<file path="src/rtl/cap_pkg.sv">
package cap_pkg;

  typedef enum logic [1:0] {
    EDGE_OFF  = 2'b00,
    EDGE_RISE = 2'b01,
    EDGE_FALL = 2'b10,
    EDGE_BOTH = 2'b11
  } edge_mode_e;

  typedef enum logic [1:0] {
    OCC_EMPTY = 2'b00,
    OCC_ONE   = 2'b01,
    OCC_TWO   = 2'b10,
    OCC_OVR   = 2'b11
  } occ_e;

endpackage

</file>
<file path="src/rtl/cap_rst_sync.sv">
module cap_rst_sync #(
  parameter int STAGES = 2
) (
  input  logic clk,
  input  logic rst_n_in,
  output logic rst_n_out
);

  localparam int LAST = STAGES - 1;

  logic [STAGES-1:0] chain_q;
  logic [STAGES-1:0] chain_d;

  for (genvar i = 0; i < STAGES; i++) begin : g_stage
    if (i == 0) begin : g_head
      assign chain_d[i] = 1'b1;
    end else begin : g_body
      assign chain_d[i] = chain_q[i-1];
    end
  end

  always_ff @(posedge clk or negedge rst_n_in) begin
    if (!rst_n_in) chain_q <= '0;
    else           chain_q <= chain_d;
  end

  assign rst_n_out = chain_q[LAST];

endmodule

</file>
<file path="src/rtl/cap_edge_det.sv">
module cap_edge_det
  import cap_pkg::*;
#(
  parameter int SYNC_STAGES = 2
) (
  input  logic       clk,
  input  logic       rst_n,
  input  logic       din,
  input  logic [1:0] mode,
  output logic       evt
);

  localparam int LAST = SYNC_STAGES - 1;

  logic [SYNC_STAGES-1:0] sync_q;
  logic [SYNC_STAGES-1:0] sync_d;
  logic                   last_q;
  logic                   lvl;
  logic                   rise;
  logic                   fall;

  // shift chain next state
  for (genvar i = 0; i < SYNC_STAGES; i++) begin : g_sync
    if (i == 0) begin : g_in
      assign sync_d[i] = din;
    end else begin : g_mid
      assign sync_d[i] = sync_q[i-1];
    end
  end

  assign lvl  = sync_q[LAST];
  assign rise = lvl & ~last_q;
  assign fall = ~lvl & last_q;

  always_comb begin
    unique case (edge_mode_e'(mode))
      EDGE_RISE: evt = rise;
      EDGE_FALL: evt = fall;
      EDGE_BOTH: evt = rise | fall;
      default:   evt = 1'b0;
    endcase
  end

  always_ff @(posedge clk or negedge rst_n) begin
    if (!rst_n) begin
      sync_q <= '0;
      last_q <= 1'b0;
    end else begin
      sync_q <= sync_d;
      last_q <= lvl;
    end
  end

endmodule

</file>
<file path="src/rtl/cap_fifo2.sv">
module cap_fifo2
  import cap_pkg::*;
#(
  parameter int W = 16
) (
  input  logic         clk,
  input  logic         rst_n,
  input  logic         cap_evt,
  input  logic [W-1:0] cap_val,
  input  logic         pop,
  input  logic         wr_en,
  input  logic [1:0]   wr_occ,
  output logic [W-1:0] top_q,
  output logic [W-1:0] bot_q,
  output logic [1:0]   occ_out,
  output logic         pair_evt
);

  occ_e         occ_q, occ_w, occ_p, occ_d;
  logic [W-1:0] top_d, bot_d;
  logic         top_we, bot_we, occ_we;

  // order inside one cycle: software write, then pop, then capture
  always_comb begin
    occ_w    = wr_en ? occ_e'(wr_occ) : occ_q;
    occ_p    = occ_w;
    top_d    = top_q;
    bot_d    = bot_q;
    top_we   = 1'b0;
    bot_we   = 1'b0;
    pair_evt = 1'b0;

    if (pop) begin
      case (occ_w)
        OCC_EMPTY: occ_p = OCC_EMPTY;
        OCC_ONE:   occ_p = OCC_EMPTY;
        default: begin
          occ_p  = OCC_ONE;
          top_d  = bot_q;
          top_we = 1'b1;
        end
      endcase
    end

    occ_d = occ_p;
    if (cap_evt) begin
      case (occ_p)
        OCC_EMPTY: begin
          top_d  = cap_val;
          top_we = 1'b1;
          occ_d  = OCC_ONE;
        end
        OCC_ONE: begin
          bot_d    = cap_val;
          bot_we   = 1'b1;
          occ_d    = OCC_TWO;
          pair_evt = 1'b1;
        end
        default: begin
          top_d    = bot_q;
          top_we   = 1'b1;
          bot_d    = cap_val;
          bot_we   = 1'b1;
          occ_d    = OCC_OVR;
          pair_evt = 1'b1;
        end
      endcase
    end

    occ_we = wr_en | pop | cap_evt;
  end

  always_ff @(posedge clk or negedge rst_n) begin
    if (!rst_n) begin
      top_q <= '0;
      bot_q <= '0;
      occ_q <= OCC_EMPTY;
    end else begin
      if (top_we) top_q <= top_d;
      if (bot_we) bot_q <= bot_d;
      if (occ_we) occ_q <= occ_d;
    end
  end

  assign occ_out = occ_q;

endmodule

</file>
<file path="src/rtl/cap_irq_flag.sv">
module cap_irq_flag (
  input  logic clk,
  input  logic rst_n,
  input  logic set,
  input  logic clr,
  input  logic mask_en,
  output logic flag_q,
  output logic irq
);

  logic flag_d;
  logic flag_we;

  always_comb begin
    flag_we = set | clr;
    flag_d  = set;
  end

  always_ff @(posedge clk or negedge rst_n) begin
    if (!rst_n)       flag_q <= 1'b0;
    else if (flag_we) flag_q <= flag_d;
  end

  assign irq = flag_q & mask_en;

endmodule

</file>
<file path="src/rtl/cap_channel.sv">
module cap_channel #(
  parameter int TW          = 16,
  parameter int SYNC_STAGES = 2,
  parameter int RST_STAGES  = 2
) (
  input  logic          clk,
  input  logic          rst_n,
  input  logic          cap_in,
  input  logic [TW-1:0] timer_cnt,
  input  logic [1:0]    edge_sel,
  input  logic          sts_wr_en,
  input  logic [1:0]    sts_wr_data,
  input  logic          pop,
  input  logic          flag_clr,
  input  logic          irq_en,
  output logic [TW-1:0] cap_top,
  output logic [TW-1:0] cap_bot,
  output logic [1:0]    occ,
  output logic          int_flag,
  output logic          irq
);

  logic rst_sync_n;
  logic cap_evt;
  logic pair_evt;

  cap_rst_sync #(.STAGES(RST_STAGES)) u_rst (
    .clk       (clk),
    .rst_n_in  (rst_n),
    .rst_n_out (rst_sync_n)
  );

  cap_edge_det #(.SYNC_STAGES(SYNC_STAGES)) u_edge (
    .clk   (clk),
    .rst_n (rst_sync_n),
    .din   (cap_in),
    .mode  (edge_sel),
    .evt   (cap_evt)
  );

  cap_fifo2 #(.W(TW)) u_fifo (
    .clk      (clk),
    .rst_n    (rst_sync_n),
    .cap_evt  (cap_evt),
    .cap_val  (timer_cnt),
    .pop      (pop),
    .wr_en    (sts_wr_en),
    .wr_occ   (sts_wr_data),
    .top_q    (cap_top),
    .bot_q    (cap_bot),
    .occ_out  (occ),
    .pair_evt (pair_evt)
  );

  cap_irq_flag u_flag (
    .clk     (clk),
    .rst_n   (rst_sync_n),
    .set     (pair_evt),
    .clr     (flag_clr),
    .mask_en (irq_en),
    .flag_q  (int_flag),
    .irq     (irq)
  );

endmodule

</file>
<file path="config.mk">
export PLATFORM = sky130hd
export DESIGN_NAME = cap_channel
export DESIGN_NICKNAME = d
export VERILOG_FILES = /design/src/rtl/cap_pkg.sv /design/src/rtl/cap_rst_sync.sv /design/src/rtl/cap_edge_det.sv /design/src/rtl/cap_fifo2.sv /design/src/rtl/cap_irq_flag.sv /design/src/rtl/cap_channel.sv
export SDC_FILE = /design/constraint.sdc
export NUM_CORES = 1
export LEC_CHECK = 0
export ABC_AREA = 1
export BUFFER_PORTS_ARGS = -buffer_cell sky130_fd_sc_hd__clkbuf_2
export CAP_MARGIN = 20
export CORE_ASPECT_RATIO = 1.2
export CORE_UTILIZATION = 26
export CTS_CLUSTER_SIZE = 28
export DETAILED_ROUTE_END_ITERATION = 10
export PLACE_DENSITY_LB_ADDON = 0.12
export SLEW_MARGIN = 5
export SYNTH_ARGS = -nofsm -noshare
export SYNTH_HDL_FRONTEND = slang
export SYNTH_SLANG_ARGS = --single-unit
</file>
<file path="constraint.sdc">
create_clock -name clk -period 1.43 [get_ports clk]
set_clock_uncertainty 0.2 [all_clocks]
set_input_delay 0.286 -clock clk [delete_from_list [all_inputs] [get_ports clk]]
set_output_delay 0.286 -clock clk [all_outputs]
set_load 0.01 [all_outputs]
</file>
==> qor.yml, run 1 <==
yosys:
  synth-compound-area-share: 0.02750
  synth_area_leaders: "dfrtp_1, nand2_1, nand3_1"
  netlist_instances: 256
  synth_flop_cell: "dfrtp_1"
  syn-num-nets: 285
  yosys.area_share.simple: 0.3737
  synthMuxAreaShare: 0
  synth-xor-area-share: 0
  synth_edf_count: 0
  yosys-top-cells-count: "nand2_1, dfrtp_1, nand3_1, inv_1, nand4_1"
  ys.warnings.count: 0
  syn-cell-area_um2: 2002
  synth.ff_latch_count: 40
  ys_seq_area_frac: 0.5000
  synth_cell_types: 20
  async_flop_share: 1.000
  synth_area_per_cell_um2: 7.820
  synth_top_area_frac: 0.5000
  synth_adder_area_share: 0.01250
  synthMostInstantiatedCell: "nand2_1"
  synth_top_area_cell: "dfrtp_1"
  synth_top_family_by_area: "simple AND/OR/NAND/NOR gates"
critical_path:
  start_kind: "flip-flop"
  cp_max_fo: 6
  critPathRequiredTime_ps: 1420
  end_kind: "flip-flop"
  worst-setup-path-type: "flip-flop to flip-flop"
  worst_ep_arrival_time_ps: 1660
detailed_routing:
  vias: 1988
  drtPass1Iterations: 4
  drc: 0
  drt-total-wl_um: 5796
  postRouteAntennaNets: 0
  detail_route.wl_per_cell_um: 13.29
  drt-initial-drc-count: 35
  vias_per_cell: 4.560
pwr:
  internal_power_mw: 2.398
  powerDensity_nw_per_um2: 1297
  seqPwrFrac: 0.435
  p_switching_mw: 1.418
  comb_power_share: 0.372
  power.share.clock: 0.193
  power_leakage_nw: 1.641
  max-vdd-ir-drop_mv: 0.4668
  sw_frac_of_total: 0.3716
cts:
  insertion_delay_ps: 290
  cts_buffer_depth: 2
  numCtsBuffers: 5
  h-tree-depth: 2
  cts_sinks: 40
  clkTransAtPathRegs_ps: 80
  tritoncts: "yes"
  clock-root-buffer: "clkbuf_8"
floorplanning:
  pin_count: 63
  die_area_um2: 8056
  die_y_um: 98.12
  fp-row-count: 34
  die_x_um: 82.10
  core-area_um2: 7360
  start_util: 0.2720
global_route:
  met3_usage: 0.03645
  grt-ovfl-total: 0
  grt_util_met1: 0.2152
  grt_antenna_before_repair: 0
  grt_first_pass_wirelength_um: 9528
  top_usage_layer: "met2"
  grt_max_degree: 32
  grt.total_usage: 0.1557
  grt_use_met2: 0.2378
  grt_pass1_vias: 1932
sta:
  rsz0062_at_grt: "true"
  finalCriticalPeriod_ps: 1670
  fmax_ghz: 0.5989
  slew_viol_final: 0
  setup_viol: 35
  period_share: 1.168
  layout_setup_ws_ps: -239.8
  hold_viol: 0
finish:
  stdcell_area_um2: 2942
  area_delta_synth_final_pct: 46.94
  n_antenna_cell: 0
  fin_nets: 375
  drive_gt1_frac: 0.4017
min_path:
  hp-class: "flip-flop to async pin"
status:
  status: "complete, but fails checks"
  violations: "setup timing"
place:
  post-dp-hpwl_um: 4052
  placed_area_um2: 2575
  pre_cts_ws_ps: -367.0
  gp_congestion: 0.7329
  portBuffers: 62
run:
  drv_cap: 0
-- flip-flops by register name, summed over array words and instances (netlist names) --
name,count
u_flag.flag_q,1
u_fifo.occ_out,2
u_fifo.top_q,16
u_fifo.bot_q,16
u_rst.chain_q,2
u_edge.sync_q,2
u_edge.last_q,1
-- metal layers --
metal,routed length [µm],up-vias
met4,35,0
met3,288,2
li1,-,998
met5,0,-
met2,2784,51
met1,2687,937
-- placed cells by master (no fill, tap or decap), types with 5 or more instances in the layout --
master	instances
clkbuf_2	61
buf_4	15
clkbuf_8	5
nand3_2	6
nand2_2	14
nand3_4	6
buf_6	10
nand2_1	88
dfrtp_1	39
nand4_1	14
nand3_1	27
inv_1	20
-- cells by family (layout without fill, tap and decap cells) --
| logic type | after synthesis | count (layout) |
|---|---|---|
| other | 1 | 1 |
| adders and majority gates | 2 | 2 |
| AOI/OAI and AO/OA | 11 | 11 |
| buffers and inverters | 36 | 124 |
| and+or+nand+nor | 166 | 168 |
| DFF | 40 | 40 |
-- worst paths after layout --
path | from | endpoint | cells after the start | slack, ps
worst min register to register | u_rst.chain_q[1] | u_fifo.top_q[12] | 1 | 20
worst max-delay path | u_edge.sync_q[1] | u_fifo.top_q[0] | 9 | -240
worst min-delay path | u_rst.chain_q[1] | u_fifo.top_q[12] | 1 | 20
min in group clk | timer_cnt[9] | u_fifo.bot_q[9] | 3 | 30
worst max register to register | u_edge.sync_q[1] | u_fifo.top_q[0] | 9 | -240
max in group asynchronous | u_rst.chain_q[1] | u_fifo.bot_q[8] | 1 | 270
-- worst max-delay path, cell delays in order (launching register included) --
cell and delay [ps]:
dfrtp_1 400, ha_1 290, inv_2 70, nand3_4 90, nand3_4 140, nand3_4 140
nand2_1 90, nand2_1 60, nand2_1 60, nand2_1 50
-- repair_timing --
action	CTS	global route
gates resized for setup	36	20
setup buffers	2	2
gates cloned	4	0
hold buffers	4	0
pin swaps	9	15
endpoints found under the setup margin	35	37
endpoints found under the hold margin	11	0
-- power groups by stage --
stage	Sequential [mW]	Combinational, mW	Clock [mW]
CTS	1.66	1.40	0.766
floorplan	1.78	0.580	0
global placement	1.68	1.27	0
detailed placement	1.68	1.28	0
finish	1.66	1.42	0.735
global route	1.71	1.58	0.825
-- stage by stage --
stage / utilization / TNS (ps) / power (mW) / cells / hold slack [ps]
3_5_place_dp: 0.3499 / -10840 / 2.957 / 418 / -120.0
4_1_cts: 0.3907 / -8025 / 3.817 / 435 / 17.13
3_3_place_gp: 0.3499 / -9671 / 2.956 / 418 / -125.6
2_1_floorplan: - / -6560 / 2.362 / 256 / -209.6
6_report: 0.3997 / -7133 / 3.815 / 436 / 24.52
5_1_grt: 0.3997 / -9832 / 4.112 / 436 / 30.27
-- cell type report --
cell class                      instances  area (µm²)
Inverter                               22       82.58
Clock inverter                          2       12.51
Clock buffer                            5       68.82
Timing Repair Buffer                   95       660.6
Multi-Input combinational cell        182        1002
Tap cell                               90       112.6
Fill cell                             797        4418
Sequential cell                        40        1002
Power figures use the tool's default switching activity.
==> run 2: changes to the inputs <==
--- a/config.mk
+++ b/config.mk
@@ -8,8 +8,10 @@
 export ABC_AREA = 1
 export BUFFER_PORTS_ARGS = -buffer_cell sky130_fd_sc_hd__clkbuf_2
 export CAP_MARGIN = 20
+export CELL_PAD_IN_SITES_DETAIL_PLACEMENT = 2
+export CELL_PAD_IN_SITES_GLOBAL_PLACEMENT = 2
 export CORE_ASPECT_RATIO = 1.2
-export CORE_UTILIZATION = 26
+export CORE_UTILIZATION = 25
 export CTS_CLUSTER_SIZE = 28
 export DETAILED_ROUTE_END_ITERATION = 10
 export PLACE_DENSITY_LB_ADDON = 0.12
==> run 2 against run 1 <==
Effect of this change:
- the run still ends with setup timing left
- core utilization is 2.7 points lower
- die area is 3.9% higher
- routed wire length is 22% higher
- sequential power hardly changed
- largest cell class unchanged
- count of clock-buffer cells in the layout is 2 higher
- worst hold slack better by 8.8 ps
- worst setup slack worse by 89 ps
- clock power is 4.1% higher
- register-to-register slack worse by 90 ps
- sequential share of layout area is 0.80 points higher
- critical path type unchanged
- flip-flop and latch count stayed put
==> qor.yml, run 2 (synthesized netlist as in run 1, its figures left out) <==
place:
  post-dp-hpwl_um: 4970  # +23%
  portBuffers: 62  # unchanged
  gp_congestion: 0.7176  # -2.1%
  dp_cells: 420  # +0.48%
  placed_area_um2: 2565  # -0.39%
  pre_cts_ws_ps: -410.0  # -42.93 ps
cts:
  numCtsBuffers: 5  # unchanged
  tritoncts: "yes"
  insertion_delay_ps: 290  # about the same
  cts_sinks: 40  # unchanged
  h-tree-depth: 2  # unchanged
  cts_buffer_depth: 2  # unchanged
  clock-root-buffer: "clkbuf_8"
  clkTransAtPathRegs_ps: 80  # about the same
floorplanning:
  die_x_um: 83.69  # +1.9%
  die_y_um: 100.0  # +1.9%
  start_util: 0.2597  # -0.01228
  core-area_um2: 7707  # +4.7%
  fp-row-count: 35  # +2.9%
  die_area_um2: 8371  # +3.9%
  pin_count: 63  # unchanged
finish:
  layout_commonest_cell: "nand2_1"
  drive_gt1_frac: 0.3507  # -0.05101
  fin_nets: 373  # -0.53%
  n_antenna_cell: 0  # unchanged
  layout_common_cells: "nand2_1, clkbuf_2, dfrtp_1"
  reg_top3: "u_fifo.bot_q x16, u_fifo.top_q x16"
  area_delta_synth_final_pct: 43.56
  stdcell_count: 437  # +0.23%
  fin_util: 0.3729  # -0.02680
  stdcell_area_um2: 2874  # -2.3%
pwr:
  p_total_mw: 3.855  # +1.0%
  internal_power_mw: 2.394  # -0.16%
  powerDensity_nw_per_um2: 1341  # +3.4%
  power.share.clock: 0.198  # +0.005
  power_leakage_nw: 1.616  # -1.5%
  comb_power_share: 0.368  # -0.004
  max-vdd-ir-drop_mv: 0.5662  # +21%
  seqPwrFrac: 0.433  # -0.002
  p_switching_mw: 1.461  # +3.0%
  sw_frac_of_total: 0.3791  # +0.007416
detailed_routing:
  drt-initial-drc-count: 54  # +54%
  detail_route.wl_per_cell_um: 16.21  # +22%
  vias_per_cell: 4.801  # +5.3%
  drc: 0  # unchanged
  drt-total-wl_um: 7085  # +22%
  postRouteAntennaNets: 0  # unchanged
  drtPass1Iterations: 4  # unchanged
  vias: 2098  # +5.5%
global_route:
  grt_first_pass_wirelength_um: 11300  # +19%
  grt-ovfl-total: 0  # unchanged
  grt_max_degree: 28  # -13%
  grt.total_usage: 0.1734  # +0.01774
  grt_antenna_before_repair: 0  # unchanged
  grt_pass1_vias: 2213  # +15%
critical_path:
  critPathRequiredTime_ps: 1420  # about the same
  critPathSlowestCell: "dfrtp_1"
  cpMostUsedCell: "nand2_1"
  end_kind: "flip-flop"
  worst_ep_arrival_time_ps: 1750  # +90 ps
  rr_worst_depth: 9  # unchanged
  rr_endpoint: "u_fifo.top_q[0]"
  crit_start: "u_edge.sync_q[1]"
  cp_cell_sequence: "ha_1, inv_1, nand3_2, nand3_4, buf_12, nand4_1, nand2_1, nand2_1, nand2_1"
  cp_max_fo: 15  # +9
  rrSetupSlack_ps: -330  # -90 ps
  worst-setup-path-type: "flip-flop to flip-flop"
  start_kind: "flip-flop"
  slowest_delay_ps: 410  # about the same
  r2r-start: "u_edge.sync_q[1]"
sta:
  setup_tns_ps: -10300  # -3168 ps
  period_share: 1.230  # +0.06227
  hold_viol: 0  # unchanged
  setup_viol: 35  # unchanged
  rsz0062_at_grt: "true"
  hold_ws_ps: 33.28  # +8.761 ps
  layout_setup_ws_ps: -328.8  # -89.04 ps
  fmax_ghz: 0.5686  # -5.1%
  slew_viol_final: 0  # unchanged
  finalCriticalPeriod_ps: 1759  # +89.04 ps
status:
  status: "complete, but fails checks"
  violations: "setup timing"
min_path:
  hp-class: "input pin to flip-flop"
  hold_depth: 3
  holdPathEnd: "u_fifo.bot_q[8]"
  hp-start: "timer_cnt[8]"
run:
  drv_cap: 0  # unchanged
[run 2: cell count changes in the layout (fill, tap and decap cells not counted), sizes merged]
cell / before / now
dlygate4sd3: 4 / 5
buf: 30 / 28
clkbuf: 66 / 68
nand3: 39 / 38
clkinvlp: 1 / 0
[run 2: layer usage]
layer,GRT usage,share of wire,up-vias
met5,0,0,-
met4,0.05085,0.014,0
met1,0.2164,0.44,1051
met3,0.02303,0.031,5
met2,0.3127,0.52,47
li1,-,-,995
[run 2: power groups by stage]
stage          Clock (mW)  Combinational, mW  Sequential (mW)
2_1_floorplan           0              0.580             1.78
3_3_place_gp            0               1.28             1.68
3_5_place_dp            0               1.31             1.69
4_1_cts             0.798               1.39             1.68
5_1_grt             0.832               1.59             1.72
6_report            0.765               1.42             1.67
[run 2: cell type report]
cell class | count | area, µm²
tap | 92 | 115.1
fill | 919 | 4833
multi-input combinational | 181 | 935.9
sequential | 40 | 1002
clock buffer | 7 | 76.32
timing repair buffer | 94 | 653.1
inverter | 22 | 82.58
clock inverter | 1 | 8.758
[run 2: repair_timing]
| action | in CTS | in global routing |
|---|---|---|
| gates resized for setup | 27 | 13 |
| endpoints found under the hold margin | 15 | 9 |
| endpoints found under the setup margin | 36 | 37 |
| hold buffers | 3 | 2 |
| buffers inserted | 2 | 1 |
| pin swaps | 1 | 1 |
| gates cloned | 1 | 1 |
[run 2: worst max path at each step]
| stage | to | slack [ps] | cells after the start |
|---|---|---|---|
| finish | u_fifo.top_q[0] | -330 | 9 |
| global route | u_fifo.top_q[11] | -430 | 10 |
| global placement | u_fifo.top_q[9] | -330 | 7 |
| detailed placement | u_fifo.top_q[9] | -410 | 7 |
| CTS | u_fifo.top_q[12] | -330 | 9 |
| floorplan | u_fifo.top_q[2] | -230 | 12 |
[run 2: critical path: cells and delay by family, from the launching register on]
kind | cells | cell delay, ps
adders and majority gates | 1 | 290
buffers and inverters | 2 | 260
DFF | 1 | 410
and+or+nand+nor | 6 | 500
